File: src/rtl/coef_loader_pkg.sv
package coef_loader_pkg;
  localparam int IDX_W = 4;

  typedef struct packed {
    logic             addrWr;
    logic             dataWr;
    logic             ctlWr;
    logic [IDX_W-1:0] ctlIdx;
  } strobe_t;
endpackage

File: src/rtl/coef_loader_ctrl.sv
module coef_loader_ctrl
  import coef_loader_pkg::*;
#(
  parameter int BUS_AW   = 8,
  parameter int NUM_FILT = 3,
  parameter int PTR_OFS  = 'h24,
  parameter int DATA_OFS = 'h28,
  parameter int CTL_OFS  = 'h0C
) (
  input  logic              wrEn,
  input  logic [BUS_AW-1:0] wrAddr,
  output strobe_t           strb
);
  always_comb begin
    strb        = '0;
    strb.addrWr = wrEn && (wrAddr == BUS_AW'(PTR_OFS));
    strb.dataWr = wrEn && (wrAddr == BUS_AW'(DATA_OFS));
    for (int k = 0; k < NUM_FILT; k++) begin
      if (wrEn && (wrAddr == BUS_AW'(CTL_OFS + 4 * k))) begin
        strb.ctlWr  = 1'b1;
        strb.ctlIdx = IDX_W'(k);
      end
    end
  end
endmodule

File: src/rtl/coef_loader_dp.sv
module coef_loader_dp
  import coef_loader_pkg::*;
#(
  parameter int NUM_FILT = 3,
  parameter int TAP_W    = 9,
  parameter int COEF_W   = 24,
  parameter int DEC_W    = 4,
  parameter int RND_W    = 2,
  parameter int MAX_TAPS = 336,
  parameter logic [NUM_FILT*TAP_W-1:0] DEF_LEN = {9'd119, 9'd33, 9'd87},
  parameter logic [NUM_FILT*DEC_W-1:0] DEF_DEC = {4'd2, 4'd2, 4'd2},
  parameter logic [NUM_FILT*RND_W-1:0] DEF_RND = {2'd1, 2'd0, 2'd1}
) (
  input  logic                      clk,
  input  logic                      rstN,
  input  strobe_t                   strb,
  input  logic [31:0]               wrData,
  output logic                      memWe,
  output logic [TAP_W-1:0]          memAddr,
  output logic [COEF_W-1:0]         memData,
  output logic                      overflow,
  output logic [NUM_FILT-1:0]       filtEn,
  output logic [NUM_FILT*TAP_W-1:0] filtLen,
  output logic [NUM_FILT*TAP_W-1:0] filtBase,
  output logic [NUM_FILT*DEC_W-1:0] filtDecim,
  output logic [NUM_FILT*RND_W-1:0] filtRound
);
  localparam int SUM_W   = TAP_W + $clog2(NUM_FILT) + 1;
  localparam int DEC_LSB = 12;
  localparam int RND_LSB = 16;
  localparam int EN_BIT  = 31;

  logic [TAP_W-1:0] ptrQ;
  logic [TAP_W-1:0] lenQ  [NUM_FILT];
  logic [DEC_W-1:0] decQ  [NUM_FILT];
  logic [RND_W-1:0] rndQ  [NUM_FILT];
  logic [TAP_W-1:0] baseC [NUM_FILT];
  logic [SUM_W-1:0] otherSum;
  logic [SUM_W-1:0] candTotal;
  logic             cfgOk;
  logic             ptrInRange;

  assign ptrInRange = (SUM_W'(ptrQ) < SUM_W'(MAX_TAPS));

  // Limit check for the stage being written: the other stages plus the new count.
  always_comb begin
    otherSum = '0;
    for (int k = 0; k < NUM_FILT; k++) begin
      if (strb.ctlIdx != IDX_W'(k)) otherSum = otherSum + SUM_W'(lenQ[k]);
    end
    candTotal = otherSum + SUM_W'(wrData[TAP_W-1:0]);
    cfgOk     = candTotal < SUM_W'(MAX_TAPS);
  end

  always_ff @(posedge clk or negedge rstN) begin
    if (!rstN) begin
      ptrQ     <= '0;
      memWe    <= 1'b0;
      memAddr  <= '0;
      memData  <= '0;
      overflow <= 1'b0;
    end else begin
      memWe <= 1'b0;
      if (strb.addrWr) begin
        ptrQ     <= wrData[TAP_W-1:0];
        overflow <= 1'b0;
      end else if (strb.dataWr) begin
        if (ptrInRange) begin
          memWe   <= 1'b1;
          memAddr <= ptrQ;
          memData <= wrData[COEF_W-1:0];
          ptrQ    <= ptrQ + 1'b1;
        end else begin
          overflow <= 1'b1;
        end
      end
    end
  end

  for (genvar g = 0; g < NUM_FILT; g++) begin : gStage
    always_ff @(posedge clk or negedge rstN) begin
      if (!rstN) begin
        lenQ[g]   <= DEF_LEN[g*TAP_W +: TAP_W];
        decQ[g]   <= DEF_DEC[g*DEC_W +: DEC_W];
        rndQ[g]   <= DEF_RND[g*RND_W +: RND_W];
        filtEn[g] <= 1'b0;
      end else if (strb.ctlWr && strb.ctlIdx == IDX_W'(g) && cfgOk) begin
        lenQ[g]   <= wrData[TAP_W-1:0];
        decQ[g]   <= wrData[DEC_LSB +: DEC_W];
        rndQ[g]   <= wrData[RND_LSB +: RND_W];
        filtEn[g] <= wrData[EN_BIT];
      end
    end

    if (g == 0) begin : gFirst
      assign baseC[g] = '0;
    end else begin : gNext
      assign baseC[g] = baseC[g-1] + lenQ[g-1];
    end

    assign filtLen[g*TAP_W +: TAP_W]   = lenQ[g];
    assign filtBase[g*TAP_W +: TAP_W]  = baseC[g];
    assign filtDecim[g*DEC_W +: DEC_W] = decQ[g];
    assign filtRound[g*RND_W +: RND_W] = rndQ[g];
  end
endmodule

File: src/rtl/coef_loader.sv
module coef_loader
  import coef_loader_pkg::*;
#(
  parameter int BUS_AW   = 8,
  parameter int NUM_FILT = 3,
  parameter int TAP_W    = 9,
  parameter int COEF_W   = 24,
  parameter int DEC_W    = 4,
  parameter int RND_W    = 2,
  parameter int MAX_TAPS = 336
) (
  input  logic                      clk,
  input  logic                      rstN,
  input  logic                      wrEn,
  input  logic [BUS_AW-1:0]         wrAddr,
  input  logic [31:0]               wrData,
  output logic                      memWe,
  output logic [TAP_W-1:0]          memAddr,
  output logic [COEF_W-1:0]         memData,
  output logic                      overflow,
  output logic [NUM_FILT-1:0]       filtEn,
  output logic [NUM_FILT*TAP_W-1:0] filtLen,
  output logic [NUM_FILT*TAP_W-1:0] filtBase,
  output logic [NUM_FILT*DEC_W-1:0] filtDecim,
  output logic [NUM_FILT*RND_W-1:0] filtRound
);
  strobe_t strb;

  coef_loader_ctrl #(
    .BUS_AW(BUS_AW), .NUM_FILT(NUM_FILT)
  ) ctrl_i (
    .wrEn(wrEn), .wrAddr(wrAddr), .strb(strb)
  );

  coef_loader_dp #(
    .NUM_FILT(NUM_FILT), .TAP_W(TAP_W), .COEF_W(COEF_W),
    .DEC_W(DEC_W), .RND_W(RND_W), .MAX_TAPS(MAX_TAPS)
  ) dp_i (
    .clk(clk), .rstN(rstN), .strb(strb), .wrData(wrData),
    .memWe(memWe), .memAddr(memAddr), .memData(memData),
    .overflow(overflow), .filtEn(filtEn), .filtLen(filtLen),
    .filtBase(filtBase), .filtDecim(filtDecim), .filtRound(filtRound)
  );
endmodule

File: config.mk
export PLATFORM = sky130hd
export DESIGN_NAME = coef_loader
export DESIGN_NICKNAME = d
export VERILOG_FILES = /design/src/rtl/coef_loader_pkg.sv /design/src/rtl/coef_loader_ctrl.sv /design/src/rtl/coef_loader_dp.sv /design/src/rtl/coef_loader.sv
export SDC_FILE = /design/constraint.sdc
export NUM_CORES = 1
export LEC_CHECK = 0
export BUFFER_PORTS_ARGS = -buffer_cell sky130_fd_sc_hd__buf_2
export CAP_MARGIN = 10
export CORE_MARGIN = 1
export CORE_UTILIZATION = 45
export CTS_BUF_LIST = sky130_fd_sc_hd__clkbuf_16
export DETAILED_ROUTE_END_ITERATION = 16
export GPL_TIMING_DRIVEN = 0
export PLACE_DENSITY_LB_ADDON = 0.3
export SETUP_SLACK_MARGIN = 0.3
export SKIP_CTS_REPAIR_TIMING = 1
export SLEW_MARGIN = 10
export SYNTH_ARGS = -nofsm -noshare
export SYNTH_HDL_FRONTEND = slang
export SYNTH_SLANG_ARGS = --single-unit
File: constraint.sdc
create_clock -name clk -period 5.48 [get_ports clk]
set_clock_uncertainty 0.15 [all_clocks]
set_input_delay 1.096 -clock clk [delete_from_list [all_inputs] [get_ports clk]]
set_output_delay 1.096 -clock clk [all_outputs]
set_load 0.05 [all_outputs]
==> run summary <==
CP Launch Type - input port
relative slew slack - 0.3806
reg-to-reg slack, setup - -0.39 ns
failing checks - setup timing
worst min path class - flip-flop to flip-flop
Num CTS Buffers - 9
Worst Tran Pin Value - 0.9271 ns
Worst Setup Path Type - input port to flip-flop
Pre-antenna DRT Iters - 5
met3 usage - 0.05566
Max rail drop VDD - 0.1639 mV
switching fraction of total power - 0.3482
Post-Synthesis Cell Area - 6322 um^2
share of post-route cells with drive strength above 1 - 0.3916
initial core utilization - 0.4700
Post-synth EDFFs - 0
top post-synthesis cells by area - dfrtp_1 29%, nand2_1 9.6%, dfstp_2 7.5%
Detail Placement HPWL - 12.55 mm
Pwr Density - 211.3 nW/um^2
Seq. cell area - 2325 um^2
Post-Syn Instances - 709
top post-synthesis cells by count - 162 x nand2_1, 74 x dfrtp_1, 51 x o21ai_0, 50 x nand4_1, 32 x ha_1
num rows - 42
io pins - 153
FFs w/ async S/R, synth - 1.000
Yosys top cell by area - dfrtp_1
met1 usage - 0.3293
Total Routing Usage GR - 0.2455
most numerous cell in the Yosys netlist - nand2_1
CTS max path bufs - 2
hold path depth - 2
Reg clk slew, reported paths - 0.07 ns
Endpoint, Worst Hold - dp_i.memAddr[2]
CP max stage delay - 0.55 ns
Chip Height - 120.5 um
leak pwr - 4.324 nW
internal power - 1.172 mW
Die X - 120.5 um
Inst Count DP - 1029
Logic pwr share - 0.247
Setup TNS - -47.63 ns
final worst-path cycle share - 1.210
Worst setup startpoint - wrEn
Root Buffer - clkbuf_16
number of routed nets with antenna violations - 0
vias in the first global route - 5400
clock share of power - 0.336
CP Max Fanout - 6
f_max - 150.9 MHz
PortBufs - 135
Final Hold Vio Count - 0
area of the multi-input gates - 4054 um^2
Data required, critical path - 5.57 ns
Skew-Pair Late Insertion Delay - 0.35 ns
Core ar. - 13450 um^2
Net Switching - 0.6261 mW
Avg Vias per Cell - 5.589
Synth cell types - 67
Initial DRC Count - 298
nets@finish - 982
RR Startpoint - dp_i.filtLen[0]
Area Overhead vs Synth - 34.57%
Min Clock Period, post-route - 6.629 ns
global-route wire length before repair - 27.79 mm
Residual DRC - 0
fill count - 1165
HP Start - dp_i.memAddr[2]
Reg power frac - 0.417
Final Non-Filler Cells - 1085
post-synth top area share - 0.2929
Max Cap Viol - 0
critical path capture point type - flip-flop
TritonCTS clock tree - yes
Yosys reg bits - 92
PnR worst setup slack - -1.149 ns
Routability Congestion - 0.8661
RSZ-0062 raised after global routing - true
total global routing overflow - 0
gr busiest metal - met2
Top FF cell, synth - dfrtp_1
H-tree Lvls - 3
sequential-to-total area share from yosys stat - 0.3677
outcome - complete, but fails checks
r2r endpoint - dp_i.filtLen[17]
final setup fails - 48
met2 Resource Use GR - 0.3919
clock sink count - 92
Avg Inst Size Synth - 8.917 um^2
r2r worst-path depth - 27
Synth warnings - 0
max-slew violation count - 0
ant diodes - 0
WL/cell - 17.46 um
largest net degree at the start of global routing - 66
final wirelength - 18.94 mm
Max stage delay cell, worst path - or4_1
via count - 6064
die area - 14530 um^2
Arr. time, crit path - 6.72 ns
initial antenna violation count - 0
critical path: cells and delay by family:
| family | cells | cell delay, ns |
|---|---|---|
| simple gates | 5 | 1.11 |
| mux | 1 | 0.29 |
| xor+xnor | 2 | 0.33 |
| fa+ha+maj | 4 | 1.16 |
| buf+inv | 6 | 0.76 |
| compound gates | 14 | 1.94 |
state kept, by name, summed over array words and instances (netlist names), 3 cells and up:
| signal | flops |
|---|---|
| dp_i.filtDecim | 12 |
| dp_i.filtLen | 27 |
| dp_i.ptrQ | 9 |
| dp_i.memData | 24 |
| dp_i.filtRound | 6 |
| dp_i.filtEn | 3 |
| dp_i.memAddr | 9 |
power by group through the flow:
stage               clock, mW  sequential, mW  combinational (mW)
finish                  0.604           0.749               0.445
global placement            0           0.759               0.385
detailed placement          0           0.759               0.393
CTS                     0.605           0.748               0.395
floorplan                   0           0.843               0.193
global route            0.638           0.753               0.473
final cells by class:
| cell class | instances | share of cell area |
|---|---|---|
| well taps | 176 | 0.02588 |
| repair buffers | 176 | 0.1349 |
| multi-input cells | 544 | 0.4765 |
| clock buffers | 9 | 0.02647 |
| plain buffers | 57 | 0.04662 |
| inverters | 24 | 0.01059 |
| flip-flops and latches | 92 | 0.2732 |
| clock inverters | 7 | 0.005882 |
kinds of logic after synthesis:
| logic type | Yosys count | synth area share |
|---|---|---|
| mux | 52 | 0.1041 |
| fa+ha+maj | 35 | 0.07283 |
| buf+inv | 81 | 0.06313 |
| other cells | 1 | 0.0005931 |
| xor+xnor | 25 | 0.03463 |
| compound gates | 138 | 0.1395 |
| flops | 92 | 0.3677 |
| simple gates | 285 | 0.2175 |
how the worst max path moves through the flow:
stage / end / slack, ns / cells after the start
after floorplan: dp_i.filtDecim[4] / -0.94 / 28
after global placement: dp_i.filtEn[0] / -1.79 / 27
final: dp_i.filtLen[17] / -1.15 / 32
after detailed placement: dp_i.filtRound[3] / -1.79 / 29
after global routing: dp_i.filtLen[17] / -1.38 / 33
after CTS: dp_i.filtRound[1] / -1.47 / 27
cell usage in the layout (no fill, tap or decap), types with 7 or more instances in the layout:
cell type and n:
nor2_1 18, buf_2 134, clkbuf_16 13, o21ai_0 41, ha_4 7, buf_6 11
dfrtp_1 74, conb_1 9, a21o_1 10, xnor2_1 15, inv_1 23, clkbuf_1 20
a21oi_1 21, nand4_1 50, nand3_1 9, mux2_4 30, ha_1 24, xor2_1 8
mux2_2 18, dfstp_2 18, nand2_1 158, buf_4 50
layer usage:
layer | wire length [um] | part of all wire | up-vias
met5 | 0 | 0 | -
met3 | 1229 | 0.065 | 42
met4 | 531 | 0.028 | 0
met1 | 8210 | 0.43 | 2922
li1 | - | - | 2884
met2 | 8968 | 0.47 | 216
per-stage QoR:
step           hold WS, ns  instance area, um^2  worst slack (ns)  utilization  power [mW]
2_1_floorplan       0.3037                 6538           -0.9355            -       1.037
6_report            0.3240                 8508            -1.149       0.6324       1.798
3_3_place_gp        0.3042                 7433            -1.794       0.5525       1.144
4_1_cts             0.3265                 7739            -1.468       0.5752       1.747
5_1_grt             0.3461                 8508            -1.375       0.6324       1.864
3_5_place_dp        0.3086                 7463            -1.793       0.5548       1.152
Power figures use the tool's default switching activity.
